File: src/rtl/xsp_pkg.sv
package xsp_pkg;

    localparam int SP_W   = 11;
    localparam int LO_W   = 8;
    localparam int HI_W   = SP_W - LO_W;
    localparam int BASE_W = 3;
    localparam int REG_W  = 8;
    localparam int PAD_W  = REG_W - BASE_W - HI_W;

    typedef logic [SP_W-1:0]   sp_t;
    typedef logic [BASE_W-1:0] base_t;
    typedef logic [REG_W-1:0]  reg_t;

    localparam sp_t SP_TOP = '1;

    typedef enum logic [1:0] {
        OP_HOLD,
        OP_PUSH,
        OP_POP,
        OP_WRITE
    } op_e;

    typedef struct packed {
        logic hi;
        reg_t data;
    } wr_t;

    typedef struct packed {
        sp_t   sp;
        base_t base;
        logic  reject;
    } cand_t;

    function automatic sp_t base_to_addr(base_t f);
        return {f, {(SP_W-BASE_W){1'b0}}};
    endfunction

    function automatic op_e decode_op(logic wr, logic inc, logic dec);
        if (wr)
            return OP_WRITE;
        else if (inc && !dec)
            return OP_PUSH;
        else if (dec && !inc)
            return OP_POP;
        else
            return OP_HOLD;
    endfunction

endpackage

File: src/rtl/xsp_step.sv
module xsp_step
    import xsp_pkg::*;
(
    input  sp_t   cur,
    input  base_t base,
    input  op_e   op,
    output sp_t   nxt
);

    always_comb begin
        unique case (op)
            OP_PUSH: nxt = (cur == SP_TOP) ? base_to_addr(base) : cur + sp_t'(1);
            OP_POP:  nxt = cur - sp_t'(1);
            default: nxt = cur;
        endcase
    end

endmodule

File: src/rtl/xsp_guard.sv
module xsp_guard
    import xsp_pkg::*;
(
    input  sp_t   cur,
    input  base_t base,
    input  wr_t   wr,
    input  logic  prot,
    output cand_t cand
);

    logic below_old;
    logic below_new;

    always_comb begin
        if (wr.hi) begin
            cand.sp   = {wr.data[HI_W-1:0], cur[LO_W-1:0]};
            cand.base = wr.data[HI_W+BASE_W-1:HI_W];
        end else begin
            cand.sp   = {cur[SP_W-1:LO_W], wr.data};
            cand.base = base;
        end
        below_old   = cand.sp < base_to_addr(base);
        below_new   = cand.sp < base_to_addr(cand.base);
        cand.reject = prot & (below_old | below_new);
    end

endmodule

File: src/rtl/ext_stack_ptr.sv
module ext_stack_ptr
    import xsp_pkg::*;
#(
    parameter sp_t   RESET_SP   = 11'h107,
    parameter base_t RESET_BASE = 3'b001
) (
    input  logic             clk,
    input  logic             rst,
    input  logic             prot_en,
    input  logic             reg_wr,
    input  logic             reg_sel,
    input  logic [REG_W-1:0] reg_wdata,
    input  logic             push,
    input  logic             pop,
    output logic [SP_W-1:0]  sp_addr,
    output logic [SP_W-1:0]  stack_base,
    output logic [REG_W-1:0] lo_rd,
    output logic [REG_W-1:0] hi_rd,
    output logic             bottom_viol
);

    sp_t   sp_q;
    base_t base_q;
    logic  viol_q;
    op_e   op;
    wr_t   wr;
    cand_t cand;
    sp_t   step_sp;

    assign op      = decode_op(reg_wr, push, pop);
    assign wr.hi   = reg_sel;
    assign wr.data = reg_wdata;

    xsp_step u_step (
        .cur  (sp_q),
        .base (base_q),
        .op   (op),
        .nxt  (step_sp)
    );

    xsp_guard u_guard (
        .cur  (sp_q),
        .base (base_q),
        .wr   (wr),
        .prot (prot_en),
        .cand (cand)
    );

    always_ff @(posedge clk) begin
        if (rst) begin
            sp_q   <= RESET_SP;
            base_q <= RESET_BASE;
            viol_q <= 1'b0;
        end else if (op == OP_WRITE) begin
            viol_q <= cand.reject;
            if (!cand.reject) begin
                sp_q   <= cand.sp;
                base_q <= cand.base;
            end
        end else begin
            viol_q <= 1'b0;
            sp_q   <= step_sp;
        end
    end

    assign sp_addr     = sp_q;
    assign stack_base  = base_to_addr(base_q);
    assign lo_rd       = sp_q[LO_W-1:0];
    assign hi_rd       = {{PAD_W{1'b0}}, base_q, sp_q[SP_W-1:LO_W]};
    assign bottom_viol = viol_q;

endmodule

File: config.mk
export PLATFORM = sky130hd
export DESIGN_NAME = ext_stack_ptr
export DESIGN_NICKNAME = d
export VERILOG_FILES = /design/src/rtl/xsp_pkg.sv /design/src/rtl/xsp_step.sv /design/src/rtl/xsp_guard.sv /design/src/rtl/ext_stack_ptr.sv
export SDC_FILE = /design/constraint.sdc
export NUM_CORES = 1
export LEC_CHECK = 0
export BUFFER_PORTS_ARGS = -buffer_cell sky130_fd_sc_hd__buf_2
export CORE_AREA = 4 4 77 79
export CTS_BUF_LIST = sky130_fd_sc_hd__clkbuf_16
export DETAILED_ROUTE_END_ITERATION = 8
export DIE_AREA = 0 0 81 83
export PLACE_DENSITY = 0.65
export SETUP_SLACK_MARGIN = 0.1
export SLEW_MARGIN = 25
export SYNTH_ARGS = -nofsm -noshare
export SYNTH_HDL_FRONTEND = slang
export SYNTH_HIERARCHICAL = 1
export SYNTH_SLANG_ARGS = --single-unit
File: constraint.sdc
create_clock -name clk -period 2.79 [get_ports clk]
set_input_delay 0.1395 -clock clk [delete_from_list [all_inputs] [get_ports clk]]
set_output_delay 0.1395 -clock clk [all_outputs]
set_load 0.02 [all_outputs]
[Word level (Yosys, flattened, before mapping)]
Index checks and enable logic that the tools add are counted.
Storage, ports and cells
  bits in registers: 15
  output and inout port bits: 39
  input bits: 15
  logic and storage cells: 32
Operators by class
  equal/unequal tests: 5
  reductions and logical operators: 8
  magnitude comparators: 2
  add/sub/neg operators: 2
  bitwise operators: 4
  muxes and demuxes: 8
Operators with widths (count)
  $mux 11: 3
  $lt 11x11->1: 2
  $pmux 11 s2: 1
  $mux 14: 1
  $add 11x1->11 const B: 1
  $eq 11x11->1 const B: 1
  $sub 11x1->11 const B: 1
  $mux 2: 3
  $eq 2x2->1 const B: 2
  $reduce_and 2->1: 2
  $reduce_bool 3->1: 1
  $eq 2x1->1 const B: 1
  $logic_and 1x1->1: 2
  $logic_not 1->1: 2
  $ne 2x2->1 const B: 1
  $not 1->1: 2
  $reduce_or 2->1: 1
  $and 1x1->1: 1
  $or 1x1->1: 1

[Logic depth before layout (Yosys ltp)]
  word-level depth: 8
  depth in mapped cells: 11

[Modules after synthesis]
The synthesis kept the hierarchy.
By module, submodules not included
  ext_stack_ptr: area an instance 819.5 um^2, cells an instance 90, sequential area each 300.3 um^2, times used 1
  xsp_step: area an instance 739.5 um^2, cells an instance 113, sequential area each 0.0 um^2, times used 1
  xsp_guard: area an instance 300.3 um^2, cells an instance 37, sequential area each 0.0 um^2, times used 1

[Least setup slack after synthesis]
No wires, ideal clock.
  path type: input -> register
  start point: input port reg_sel
  end point: register base_q[0]
  buffers on the path: 2
  required time: 2.670 ns
  data arrival time: 2.109 ns
  stages: 10
  setup slack: 0.561 ns
  cell sequence: buf_6 buf_2 mux2_2 ha_1 nor2b_1 o21ai_0 a32o_2 and2b_1 nor2b_1 a211o_1
RTL lines
  start, declared: line ext_stack_ptr.sv:11  | input logic reg_sel,
  end signal, assigned: line ext_stack_ptr.sv:58  | base_q <= cand.base;
  end, declared: line ext_stack_ptr.sv:23  | base_t base_q;

[Worst setup path in the final report]
  start point: register sp_q[0], in the netlist sp_addr[0]
  end point: register sp_q[5], in the netlist sp_addr[5]
On the way
  elaborated cells between the ends (all ways): 13
  classes of those cells: add/sub (2); order compare (2); eq/ne (2); mux (4); bitwise (2); reduce/logical (1)
RTL lines
  start, declared: line ext_stack_ptr.sv:22  | sp_t sp_q;
  start signal, assigned: line ext_stack_ptr.sv:57  | sp_q <= cand.sp;
  start signal, assigned: line ext_stack_ptr.sv:62  | sp_q <= step_sp;
  $add 11x1->11 / $eq 11x11->1 (equally long branches): line xsp_step.sv:12  | OP_PUSH: nxt = (cur == SP_TOP) ? base_to_addr(base) : cur + sp_t'(1);
  $mux 11: line xsp_step.sv:12
  $pmux 11 s2 *: line xsp_step.sv:11  | unique case (op)
  net step_sp[5]: line ext_stack_ptr.sv:28  | sp_t step_sp;
  $mux 11 *: line ext_stack_ptr.sv:54  | end else if (op == OP_WRITE) begin
The timed path passes the listed nets; every way through them passes the cells marked *.
A chain may end at the register's enable or synchronous reset.

==> metrics.txt <==
initial antenna violation count 0; EDFF count, synth 0; Post-CTS Hold Fix Bufs 0; max incr delay on CP between 0.5 and 0.6 ns; first-pass GRT wire length about 8.6 mm; syn avg cell area ~7.7 µm²; buffer and inverter count on the worst path 0; FF+latch count, synth 15; Post-DP Area 2010 µm²; Crit path required time roughly 2.9 ns; critical path capture point type flip-flop; routed length per instance ~15 µm; Max Buffers Root-to-Sink 2; initial core utilization between 30% and 40%; RSZ-0062 raised after global routing false; Hold Slack approximately 0.25 ns; largest net degree at the start of global routing 22; status completed; Crit Path Max Fanout 11; Peak VDD IR ~0.25 mV; total wire length 5.16 mm; fin util just under 40%; slew margin rel. about 60%; # port buffers 43; remaining global-route overflow 0; # IOs 54; Post-CTS Setup Bufs 0; share of layout cells above drive strength 1 just under 30%; Final min period around 2.3 ns; Worst Hold Class primary input to flip-flop; CP Data Arrival Time ~2.4 ns; Slew Viols, Final 0; GRT Util Overall about 16%; total number of vias 1809; Leak 0.927 nW; Chip Height between 80 and 90 µm; final setup violating endpoints 0; HPWL after detailed placement approximately 4 mm; PnR worst setup slack roughly 0.48 ns; std cell rows 27; Cell Area, Synth between 1500 and 2000 µm²; CTS Root Cell clkbuf_16; worst slew pin tran approximately 0.58 ns; Final period util just over 80%; slowest CP cell dfxtp_1; CTS Buf Count 3; post_cts resized 0; setup slack after placement 0.537 ns; maxcap violations 0; fmax between 400 and 500 MHz; Nets 290; vias in the first global route approximately 1700; die area just under 7000 µm²; WS Path Type flip-flop to flip-flop; final instance area around 2100 µm²; crit start category flip-flop; yosys warns 6; Setup Skew about 0.0014 ns; post-synthesis sequential area ratio 16.2%; final hold violations 0; setup tns final 0 ns; clock sink total 15; ys async rst share 0%; Mapped Cells 240; 1st-iter DRT viols between 200 and 250; CORE AREA 5340 µm²; post-synth cell types 54; pwr dens ~480 nW/µm²; Routed Antenna Nets 0; worst path cell trace ha_1, and4_1, nand3b_1, a311oi_1, o21ai_0, nor2_1, a211oi_1; CTS tree yes; post-route DRC violation count 0; Die X-Extent just over 80 µm; P&R area growth vs syn 12.3%; routed vias/inst about 5.4; Fillers roughly 600; Reg clk slew, reported paths approximately 0.050 ns; Worst-Skew Late Latency between 0.2 and 0.25 ns; number of diodes 0; DR pass1 iterations 4; CP top delay family simple AND/OR/NAND/NOR gates; Placer Congestion roughly 0.92; H-Tree Level Count 1; dominant synthesized flop cell dfxtp_1
[placed cells by master, fill, tap and decap left out, drive strengths merged, types with 2 or more instances in the layout]
cell	synthesis	layout
or4	2	2
a211oi	9	9
o21a	3	3
conb	1	10
nand3	6	6
nor4	4	4
nor2	18	18
a21o	2	2
o21ai	9	9
dfxtp	15	15
or3b	2	2
o32ai	3	3
nor2b	5	5
nand4	3	3
mux2	11	11
inv	19	19
nor3	10	10
a31oi	4	4
ha	8	8
nand2	9	9
o221ai	2	2
a21oi	9	9
buf	33	54
and3	3	3
clkbuf	8	3
a311oi	3	3
mux2i	18	18
[layer usage]
layer / wire (µm) / global-route usage, %
met1: 2350 / 21.3
met2: 2430 / 25.5
met3: 297 / 1.52
met4: 76 / 4.76
met5: 0 / 0
[metrics by stage]
stage,instances,power [mW]
5_1_grt,338,1.06
3_5_place_dp,334,0.726
3_3_place_gp,334,0.721
4_1_cts,338,1.00
6_report,338,0.999
2_1_floorplan,249,0.636
[state kept, by name (all words and copies together), names as in the netlist]
signal / count
sp_addr: 11
base_q: 3
bottom_viol: 1
[final timing paths]
path / start / to / slack (ns) / cells after the start
worst max-delay path: sp_addr[0]$_SDFFE_PP1P_ / sp_addr[5]$_SDFFE_PP0P_ / 0.48 / 7
worst min-delay path: rst / base_q[1]$_SDFFE_PP0P_ / 0.25 / 2
worst max register to register: sp_addr[0]$_SDFFE_PP1P_ / sp_addr[5]$_SDFFE_PP0P_ / 0.48 / 7
worst min register to register: base_q[2]$_SDFFE_PP0P_ / base_q[2]$_SDFFE_PP0P_ / 0.58 / 2
[cell usage after synthesis (4+ instances only)]
cell	n	area, µm²
nand2_1	9	33.8
o21ai_0	8	40.0
ha_1	8	100
buf_4	24	180
buf_2	5	25.0
nor2_1	18	67.6
a211oi_1	9	67.6
mux2_2	11	124
inv_1	19	71.3
a21oi_1	9	45.0
mux2i_1	18	180
nand3_1	6	30.0
nor3_1	10	50.1
clkbuf_1	8	30.0
a31oi_1	4	25.0
dfxtp_1	15	300
nor2b_1	5	31.3
[logic make-up (layout without fill, tap and decap cells)]
family | after synthesis | after routing | share of synthesized area [%]
AND/OR/NAND/NOR | 70 | 70 | 21.1
buffers and inverters | 60 | 77 | 18.5
AO/OA/AOI/OAI | 57 | 57 | 22.3
multiplexers | 29 | 29 | 16.4
flip-flops | 15 | 15 | 16.2
adder cells (fa/ha/maj) | 8 | 8 | 5.38
other | 1 | 10 | 0.202
[layout make-up]
type	count	area, µm²	share of cell area (%)
sequential	15	300	14.4
inverter	19	71.3	3.42
timing repair buffer	54	298	14.3
tap	72	90.1	4.31
clock inverter	1	5.00	0.240
clock buffer	3	75.1	3.59
multi-input combinational	174	1250	59.8
[power by group]
group	internal, mW	total, mW	switching [mW]
Sequential	0.237	0.290	0.0531
Combinational	0.174	0.434	0.260
Clock	0.191	0.275	0.0839
Total	0.602	0.999	0.397
Note: power is estimated with default switching activity, not from simulation.
